--- config.mk ---
export PLATFORM = sky130hd
export DESIGN_NAME = ssi_slave_tx
export DESIGN_NICKNAME = d
export VERILOG_FILES = /design/src/rtl/ssi_pkg.sv /design/src/rtl/ssi_clk_sync.sv /design/src/rtl/ssi_timeout.sv /design/src/rtl/ssi_shifter.sv /design/src/rtl/ssi_slave_tx.sv
export SDC_FILE = /design/constraint.sdc
export NUM_CORES = 1
export LEC_CHECK = 0
export ABC_AREA = 1
export CAP_MARGIN = 20
export CORE_MARGIN = 2
export CORE_UTILIZATION = 32
export CTS_BUF_LIST = sky130_fd_sc_hd__clkbuf_2 sky130_fd_sc_hd__clkbuf_4 sky130_fd_sc_hd__clkbuf_8
export DETAILED_ROUTE_END_ITERATION = 6
export SYNTH_ARGS = -nofsm -noshare
export SYNTH_HDL_FRONTEND = slang
export SYNTH_SLANG_ARGS = --single-unit
--- constraint.sdc ---
create_clock -name clk_i -period 2 [get_ports clk_i]
set_input_delay 0.3 -clock clk_i [delete_from_list [all_inputs] [get_ports clk_i]]
set_output_delay 0.3 -clock clk_i [all_outputs]
set_load 0.05 [all_outputs]
--- src/rtl/ssi_pkg.sv ---
package ssi_pkg;
  typedef enum logic [1:0] {
    ST_IDLE  = 2'd0,
    ST_SHIFT = 2'd1,
    ST_TRAIL = 2'd2
  } ssi_st_e;
endpackage

--- src/rtl/ssi_clk_sync.sv ---
module ssi_clk_sync #(
  parameter int unsigned STAGES = 2
) (
  input  logic clk_i,
  input  logic rst_ni,
  input  logic sclk_i,
  output logic rise_o,
  output logic fall_o
);
  logic [STAGES-1:0] sync_q;
  logic              prev_q;

  // reset to the line's idle level so no edge is seen at release
  always_ff @(posedge clk_i or negedge rst_ni) begin
    if (!rst_ni) begin
      sync_q <= '1;
      prev_q <= 1'b1;
    end else begin
      sync_q <= {sync_q[STAGES-2:0], sclk_i};
      prev_q <= sync_q[STAGES-1];
    end
  end

  assign rise_o = sync_q[STAGES-1] & ~prev_q;
  assign fall_o = ~sync_q[STAGES-1] & prev_q;
endmodule

--- src/rtl/ssi_timeout.sv ---
module ssi_timeout #(
  parameter int unsigned TIMEOUT_CYC = 2000
) (
  input  logic clk_i,
  input  logic rst_ni,
  input  logic kick_i,
  output logic expire_o
);
  localparam int unsigned CNT_W = $clog2(TIMEOUT_CYC + 1);

  logic [CNT_W-1:0] cnt_q;

  // any edge reloads: retriggerable window
  always_ff @(posedge clk_i or negedge rst_ni) begin
    if (!rst_ni) begin
      cnt_q <= '0;
    end else if (kick_i) begin
      cnt_q <= CNT_W'(TIMEOUT_CYC);
    end else if (cnt_q != '0) begin
      cnt_q <= cnt_q - CNT_W'(1);
    end
  end

  assign expire_o = (cnt_q == CNT_W'(1)) && !kick_i;
endmodule

--- src/rtl/ssi_shifter.sv ---
module ssi_shifter
  import ssi_pkg::*;
#(
  parameter int unsigned WORD_W = 25
) (
  input  logic              clk_i,
  input  logic              rst_ni,
  input  logic [WORD_W-1:0] pos_i,
  input  logic              rise_i,
  input  logic              fall_i,
  input  logic              expire_i,
  output logic              sdo_o,
  output ssi_st_e           state_o,
  output logic [WORD_W-1:0] word_o,
  output logic [$clog2(WORD_W+1)-1:0] idx_o
);
  localparam int unsigned IDX_W = $clog2(WORD_W + 1);

  ssi_st_e           state_q;
  logic [WORD_W-1:0] word_q;
  logic [WORD_W-1:0] sh_q;
  logic [IDX_W-1:0]  idx_q;
  logic              sdo_q;

  always_ff @(posedge clk_i or negedge rst_ni) begin
    if (!rst_ni) begin
      state_q <= ST_IDLE;
      word_q  <= '0;
      sh_q    <= '0;
      idx_q   <= '0;
      sdo_q   <= 1'b1;
    end else begin
      unique case (state_q)
        ST_IDLE: begin
          // track live value until a burst begins
          word_q <= pos_i;
          sh_q   <= pos_i;
          sdo_q  <= 1'b1;
          idx_q  <= '0;
          if (fall_i) state_q <= ST_SHIFT;
        end
        ST_SHIFT: begin
          if (expire_i) begin
            state_q <= ST_IDLE;
            sdo_q   <= 1'b1;
          end else if (rise_i) begin
            if (idx_q == IDX_W'(WORD_W)) begin
              sdo_q   <= 1'b0;
              idx_q   <= '0;
              state_q <= ST_TRAIL;
            end else begin
              sdo_q <= sh_q[WORD_W-1];
              sh_q  <= {sh_q[WORD_W-2:0], 1'b0};
              idx_q <= idx_q + IDX_W'(1);
            end
          end
        end
        ST_TRAIL: begin
          if (expire_i) begin
            state_q <= ST_IDLE;
            sdo_q   <= 1'b1;
          end else if (rise_i) begin
            // retransmit frozen word, MSB now
            sdo_q   <= word_q[WORD_W-1];
            sh_q    <= {word_q[WORD_W-2:0], 1'b0};
            idx_q   <= IDX_W'(1);
            state_q <= ST_SHIFT;
          end
        end
        default: state_q <= ST_IDLE;
      endcase
    end
  end

  assign sdo_o   = sdo_q;
  assign state_o = state_q;
  assign word_o  = word_q;
  assign idx_o   = idx_q;
endmodule

--- src/rtl/ssi_slave_tx.sv ---
module ssi_slave_tx
  import ssi_pkg::*;
#(
  parameter int unsigned WORD_W      = 25,
  parameter int unsigned TIMEOUT_CYC = 2000,
  parameter int unsigned SYNC_STAGES = 2
) (
  input  logic              clk_i,
  input  logic              rst_ni,
  input  logic [WORD_W-1:0] pos_i,
  input  logic              sclk_i,
  output logic              sdo_o
);
  localparam int unsigned IDX_W = $clog2(WORD_W + 1);

  logic              rise;
  logic              fall;
  logic              expire;
  ssi_st_e           state;
  logic [WORD_W-1:0] word;
  logic [IDX_W-1:0]  idx;

  ssi_clk_sync #(.STAGES(SYNC_STAGES)) i_sync (
    .clk_i  (clk_i),
    .rst_ni (rst_ni),
    .sclk_i (sclk_i),
    .rise_o (rise),
    .fall_o (fall)
  );

  ssi_timeout #(.TIMEOUT_CYC(TIMEOUT_CYC)) i_tmo (
    .clk_i    (clk_i),
    .rst_ni   (rst_ni),
    .kick_i   (rise | fall),
    .expire_o (expire)
  );

  ssi_shifter #(.WORD_W(WORD_W)) i_shift (
    .clk_i    (clk_i),
    .rst_ni   (rst_ni),
    .pos_i    (pos_i),
    .rise_i   (rise),
    .fall_i   (fall),
    .expire_i (expire),
    .sdo_o    (sdo_o),
    .state_o  (state),
    .word_o   (word),
    .idx_o    (idx)
  );
endmodule

# ---- Yosys cells after proc, flatten, opt, wreduce, memory -nomap -nowiden
# Index checks and enable logic that the tools add are counted.
dict set report totals {
  register_bits 72
  mem_bits_ro 0
  wordCells 65
  inputBits 28
  out_inout_bits 1
  latchBits 0
  memories 0
  ram_bits 0
}
dict set report op_classes {
  n_eq_ne 13
  div_mod_pow 0
  mul 0
  shift 0
  muxes 27
  magnitude_cmp 0
  bitwise_logic 5
  addsub 2
  reduce_logical 10
}
# operator count
set op_table {}
lappend op_table {{$mux 25} 5}
lappend op_table {{$pmux 25 s3} 1}
lappend op_table {{$mux 5} 5}
lappend op_table {{$mux 11} 2}
lappend op_table {{$pmux 5 s3} 1}
lappend op_table {{$mux 2} 6}
lappend op_table {{$ne 2x2->1 const B} 6}
lappend op_table {{$eq 11x1->1 const B} 1}
lappend op_table {{$reduce_bool 11->1} 1}
lappend op_table {{$sub 11x1->11 const B} 1}
lappend op_table {{$ne 3x3->1 const B} 2}
lappend op_table {{$pmux 2 s3} 1}
lappend op_table {{$reduce_and 6->1} 1}
lappend op_table {{$add 5x1->5 const B} 1}
lappend op_table {{$eq 5x5->1 const B} 1}
lappend op_table {{$mux 1} 5}
lappend op_table {{$reduce_and 5->1} 1}
lappend op_table {{$reduce_and 4->1} 1}
lappend op_table {{$ne 3x2->1 const B} 1}
lappend op_table {{$pmux 1 s3} 1}
lappend op_table {{$reduce_and 3->1} 1}
lappend op_table {{$reduce_bool 3->1} 1}
lappend op_table {{$and 1x1->1} 2}
lappend op_table {{$eq 2x1->1 const B} 1}
lappend op_table {{other kinds (7)} 8}

# ---- Depth between registers and ports, before layout
dict set report depth {
  word_depth 7
  depth_mapped 9
  mapped_depth_nobuf 9
}

# ---- By module
# A second synthesis with hierarchy kept.
dict set report unflattened {
  cells_unflattened 521
  area_unflattened_um2 4101.4
}
# mod area_each_um2 n_inst seq_area_each_um2 cells_per_inst
set by_module_without_submodules {}
lappend by_module_without_submodules {ssi_shifter 3323.2 1 1452.6 423}
lappend by_module_without_submodules {ssi_timeout 673.1 1 275.3 88}
lappend by_module_without_submodules {ssi_clk_sync 93.8 1 78.8 7}
lappend by_module_without_submodules {ssi_slave_tx 11.3 1 0.0 3}

# ---- Worst setup path before layout
# OpenSTA, ideal clock, no wires.
dict set report synth_path {
  path_type {register to register}
  from {register i_sync.prev_q}
  to {register i_shift.sh_q[10]}
  t_arrival_ns 1.515
  setup_slack_ns 0.364
  period_less_slack_ns 1.636
  path_stages_with_launch 9
  path_buffers 1
  t_required_ns 1.879
  setup_time_ns 0.121
  cell_sequence {dfstp_2 > inv_1 > ha_1 > nand2_1 > nor2_4 > nand3b_4 > nand3_4 > buf_6 > o21ai_2}
}
dict set report synth_between {
  elab_chain_cells 7
  word_cells_on_any_way 11
  classes_between {eq/ne (4); bitwise (4); reduce/logical (3)}
}
# item line
set synth_rtl {}
lappend synth_rtl {{start, declared} ssi_clk_sync.sv:11} ;# logic prev_q;
lappend synth_rtl {{start signal, assigned} ssi_clk_sync.sv:20} ;# prev_q <= sync_q[STAGES-1];
lappend synth_rtl {{$not 1->1} ssi_clk_sync.sv:24} ;# assign rise_o = sync_q[STAGES-1] & ~prev_q;
lappend synth_rtl {{$and 1x1->1} ssi_clk_sync.sv:24}
lappend synth_rtl {{$or 1x1->1} ssi_slave_tx.sv:34} ;# .kick_i (rise | fall),
lappend synth_rtl {{$logic_not 1->1} ssi_timeout.sv:24} ;# assign expire_o = (cnt_q == CNT_W'(1)) && !kick_i;
lappend synth_rtl {{$logic_and 1x1->1} ssi_timeout.sv:24}
lappend synth_rtl {{$ne 2x2->1 (no source line)} -}
lappend synth_rtl {{$reduce_and 6->1 (no source line) *} -}
lappend synth_rtl {{end signal, assigned} ssi_shifter.sv:37} ;# sh_q <= pos_i;
lappend synth_rtl {{end signal, assigned} ssi_shifter.sv:53} ;# sh_q <= {sh_q[WORD_W-2:0], 1'b0};
lappend synth_rtl {{end signal, assigned} ssi_shifter.sv:65} ;# sh_q <= {word_q[WORD_W-2:0], 1'b0};
lappend synth_rtl {{end, declared} ssi_shifter.sv:21} ;# logic [WORD_W-1:0] sh_q;
# Every way passes the cells marked *; elsewhere a longest branch is shown, timed or not.
# A chain may end at the register's enable or synchronous reset.

# ---- Worst setup path after layout
dict set report layout_path {
  from {register i_sync.prev_q}
  to {register i_shift.sh_q[4]}
}
# The elaborated chain is that of the path after synthesis.

==> flow_summary.ini <==
[sta]
setup_viol_count_final = 0
min_period_ns = 1.770
tightest_slew_ns = 0.3760
slew_violations = 0
finalHoldViolCount = 0
timing.slew.headroom_pct = 74.84
fin_skew_ns = 0.01186
maxClockFrequency_mhz = 565.1
tns_ns = 0
rsz0062_at_grt = no
holdWs_ns = 0.3455
finalCritPeriodShare_pct = 88.48

[setup_path]
cp_num_buf_inv = 2
path_common_cell = nand2_1
critPathMaxStageDelay_ns = 0.54
cp-start-kind = flop
path_max_fanout = 16
crit_chain = inv_1 > ha_1 > nand2_1 > nor2_4 > nand3b_4 > nand3_4 > buf_4 > nand2_1 > o21ai_2
crit_type = flop to flop
crit_slowest_cell = dfstp_2
crit_required_ns = 2.28
cp_top_family = flip-flops
critPathCaptureType = flop
worst-endpoint-arrival_ns = 2.05

[drt]
drt_iter0_markers = 154
ant_nets = 0
vias_per_cell = 4.578
drt-total-wl_um = 7868
route.vias.total = 2953
detail_route.drc_violations = 0
first_pass_iters = 6
drt-wirelength-per-cell_um = 12.20

[place]
dp_hpwl_um = 5585
routabilityCongestion = 0.8008
portBuffers = 28
placed_cells = 629

[global_route]
use_met1_pct = 17.73
top_usage_layer = met2
overflow = 0
grt_use_met3_pct = 2.732
grt_usage_pct = 13.15
antenna_found_initial = 0
met2_usage_pct = 20.80
grt_max_degree = 36
grt_pass1_wl_um = 13480
grt_pass1_vias = 2855

[synth]
synth_fp_nets = 501
synth_top_area_share_pct = 44.50
synth_top_area_cell = dfrtp_1
synth_edf_count = 0
synth_top_family_by_area = simple AND/OR/NAND/NOR gates
synth-simple-area-share_pct = 26.64
synth_seq_cells = 72
synth.avg_cell_area_um2 = 8.276
yosysSeqAreaShare_pct = 47.25
synth_xor_area_share_pct = 0.6872
yosys_most_used_dff = dfrtp_1
synth_mux_area_share_pct = 0
syn_inst = 462
ys_top_cells_by_area = dfrtp_1, nand2_1, o21ai_2, inv_1, a21oi_1
synth_cell_types = 36
ys_warn_count = 0
syn_area_um2 = 3824
synth_fa_ha_area_share_pct = 3.599
synth_compound_area_share_pct = 13.74
async_flop_share_pct = 100.0

[floorplanning]
die-area_um2 = 12840
die_h_um = 113.3
io_pins = 29
core_um2 = 11520
die_width_um = 113.3
rows = 39
start_util_pct = 33.20

[pwr]
p_leak_uw = 0.002207
vdd_drop_max_mv = 0.5543
finalPower_uw = 6478
power.density_nw_per_um2 = 1445

[finish]
antennaDiodeCount = 0
syn_to_final_growth_pct = 17.24
final_cells = 645
fillers = 1195
fin_nets = 537
drive_gt1_share_pct = 16.73

[clock_network]
cts.clk_slew.worst_paths_ns = 0.08
h-tree-depth = 3
cts_buffers = 9
cts_tree = done
root_buffer = clkbuf_8
cts_setup_buffers = 0
clockBufferDepth = 2
clk_latency_ns = 0.35
cts.sinks = 72

[status]
outcome = completed

[run]
max_cap_violations = 0

[worst_hold_path]
hold_path.class = primary input to async pin
-- state kept, by name, indices dropped and copies added (netlist names) --
signal / count
i_shift.word_o: 25
i_tmo.cnt_q: 11
i_shift.sh_q: 25
i_shift.state_o: 2
i_shift.idx_o: 5
i_shift.sdo_o: 1
i_sync.sync_q: 2
i_sync.prev_q: 1
-- cells by family (layout without fill, tap and decap cells) --
group / count (synthesis) / after routing
buffers and inverters: 61 / 101
AOI/OAI and AO/OA: 84 / 84
and+or+nand+nor: 231 / 231
adders and majority gates: 11 / 11
xor gates and xnor gates: 3 / 3
DFF: 72 / 72
-- cell type report --
class / count / area (µm²) / area share [%]
Clock buffer: 10 / 137.6 / 3.070
Sequential cell: 72 / 1807 / 40.30
Clock inverter: 5 / 56.30 / 1.256
Tap cell: 143 / 178.9 / 3.991
Inverter: 44 / 165.2 / 3.684
Multi-Input combinational cell: 329 / 1708 / 38.10
Timing Repair Buffer: 42 / 430.4 / 9.601
-- layer usage --
| metal | share of wire, % | wire [µm] |
|---|---|---|
| met2 | 46 | 3651 |
| met4 | 1.3 | 99 |
| met5 | 0 | 0 |
| met3 | 2.5 | 194 |
| met1 | 50 | 3922 |
-- metrics by stage --
stage	utilization, %	instance area (µm²)	worst slack [ns]
2_1_floorplan	-	3824	0.3639
3_3_place_gp	37.16	4279	0.2682
3_5_place_dp	37.16	4279	0.2326
4_1_cts	38.93	4483	0.2190
5_1_grt	38.93	4483	0.09196
6_report	38.93	4483	0.2305
-- worst paths after layout --
check,startpoint,endpoint,slack (ns),depth (start not counted)
setup reg to reg,i_sync.prev_q,i_shift.sh_q[4],0.23,9
max in group asynchronous,rst_ni,i_sync.sync_q[1],1.07,3
hold reg to reg,i_sync.sync_q[0],i_sync.sync_q[1],0.36,0
min in group clk_i,sclk_i,i_sync.sync_q[0],0.36,1
hold / removal,rst_ni,i_shift.state_o[1],0.35,2
setup / recovery,i_sync.prev_q,i_shift.sh_q[4],0.23,9
-- report_power, final --
| group | switching (µW) | internal (µW) | leakage, µW | total (µW) |
|---|---|---|---|---|
| logic | 1840 | 1130 | 0.00123 | 2970 |
| clock network | 558 | 603 | 0.0000985 | 1160 |
| registers | 306 | 2040 | 0.000877 | 2340 |
-- cell usage after synthesis, types with 6 or more instances --
cell type and n:
dfrtp_1 68, o21ai_0 25, nand2_2 14, nand2_1 162, inv_1 41, nor2_1 15, nand3_1 22, a21oi_1 28
o21ai_2 25, clkbuf_1 6, ha_1 11
-- timing repair --
item / CTS / global route
resized for setup: 0 / 0
hold buffers: 1 / 0
hold endpoints to repair: 5 / 0
-- cell usage in the layout, fill, tap and decap left out, types with 3 or more instances in the layout --
master             n
o21ai_2           25
nor2_2             3
nand4_1            3
clkbuf_8          10
nand2_2           14
nor2_4             3
nor2_1            15
buf_4             10
nand2_1          162
dfstp_2            4
buf_12             4
dfrtp_1           68
ha_1              11
o21ai_0           25
clkdlybuf4s50_1   26
a21oi_1           28
nand3_1           22
nand3b_1           4
inv_1             41
Note: power is estimated with default switching activity, not from simulation.
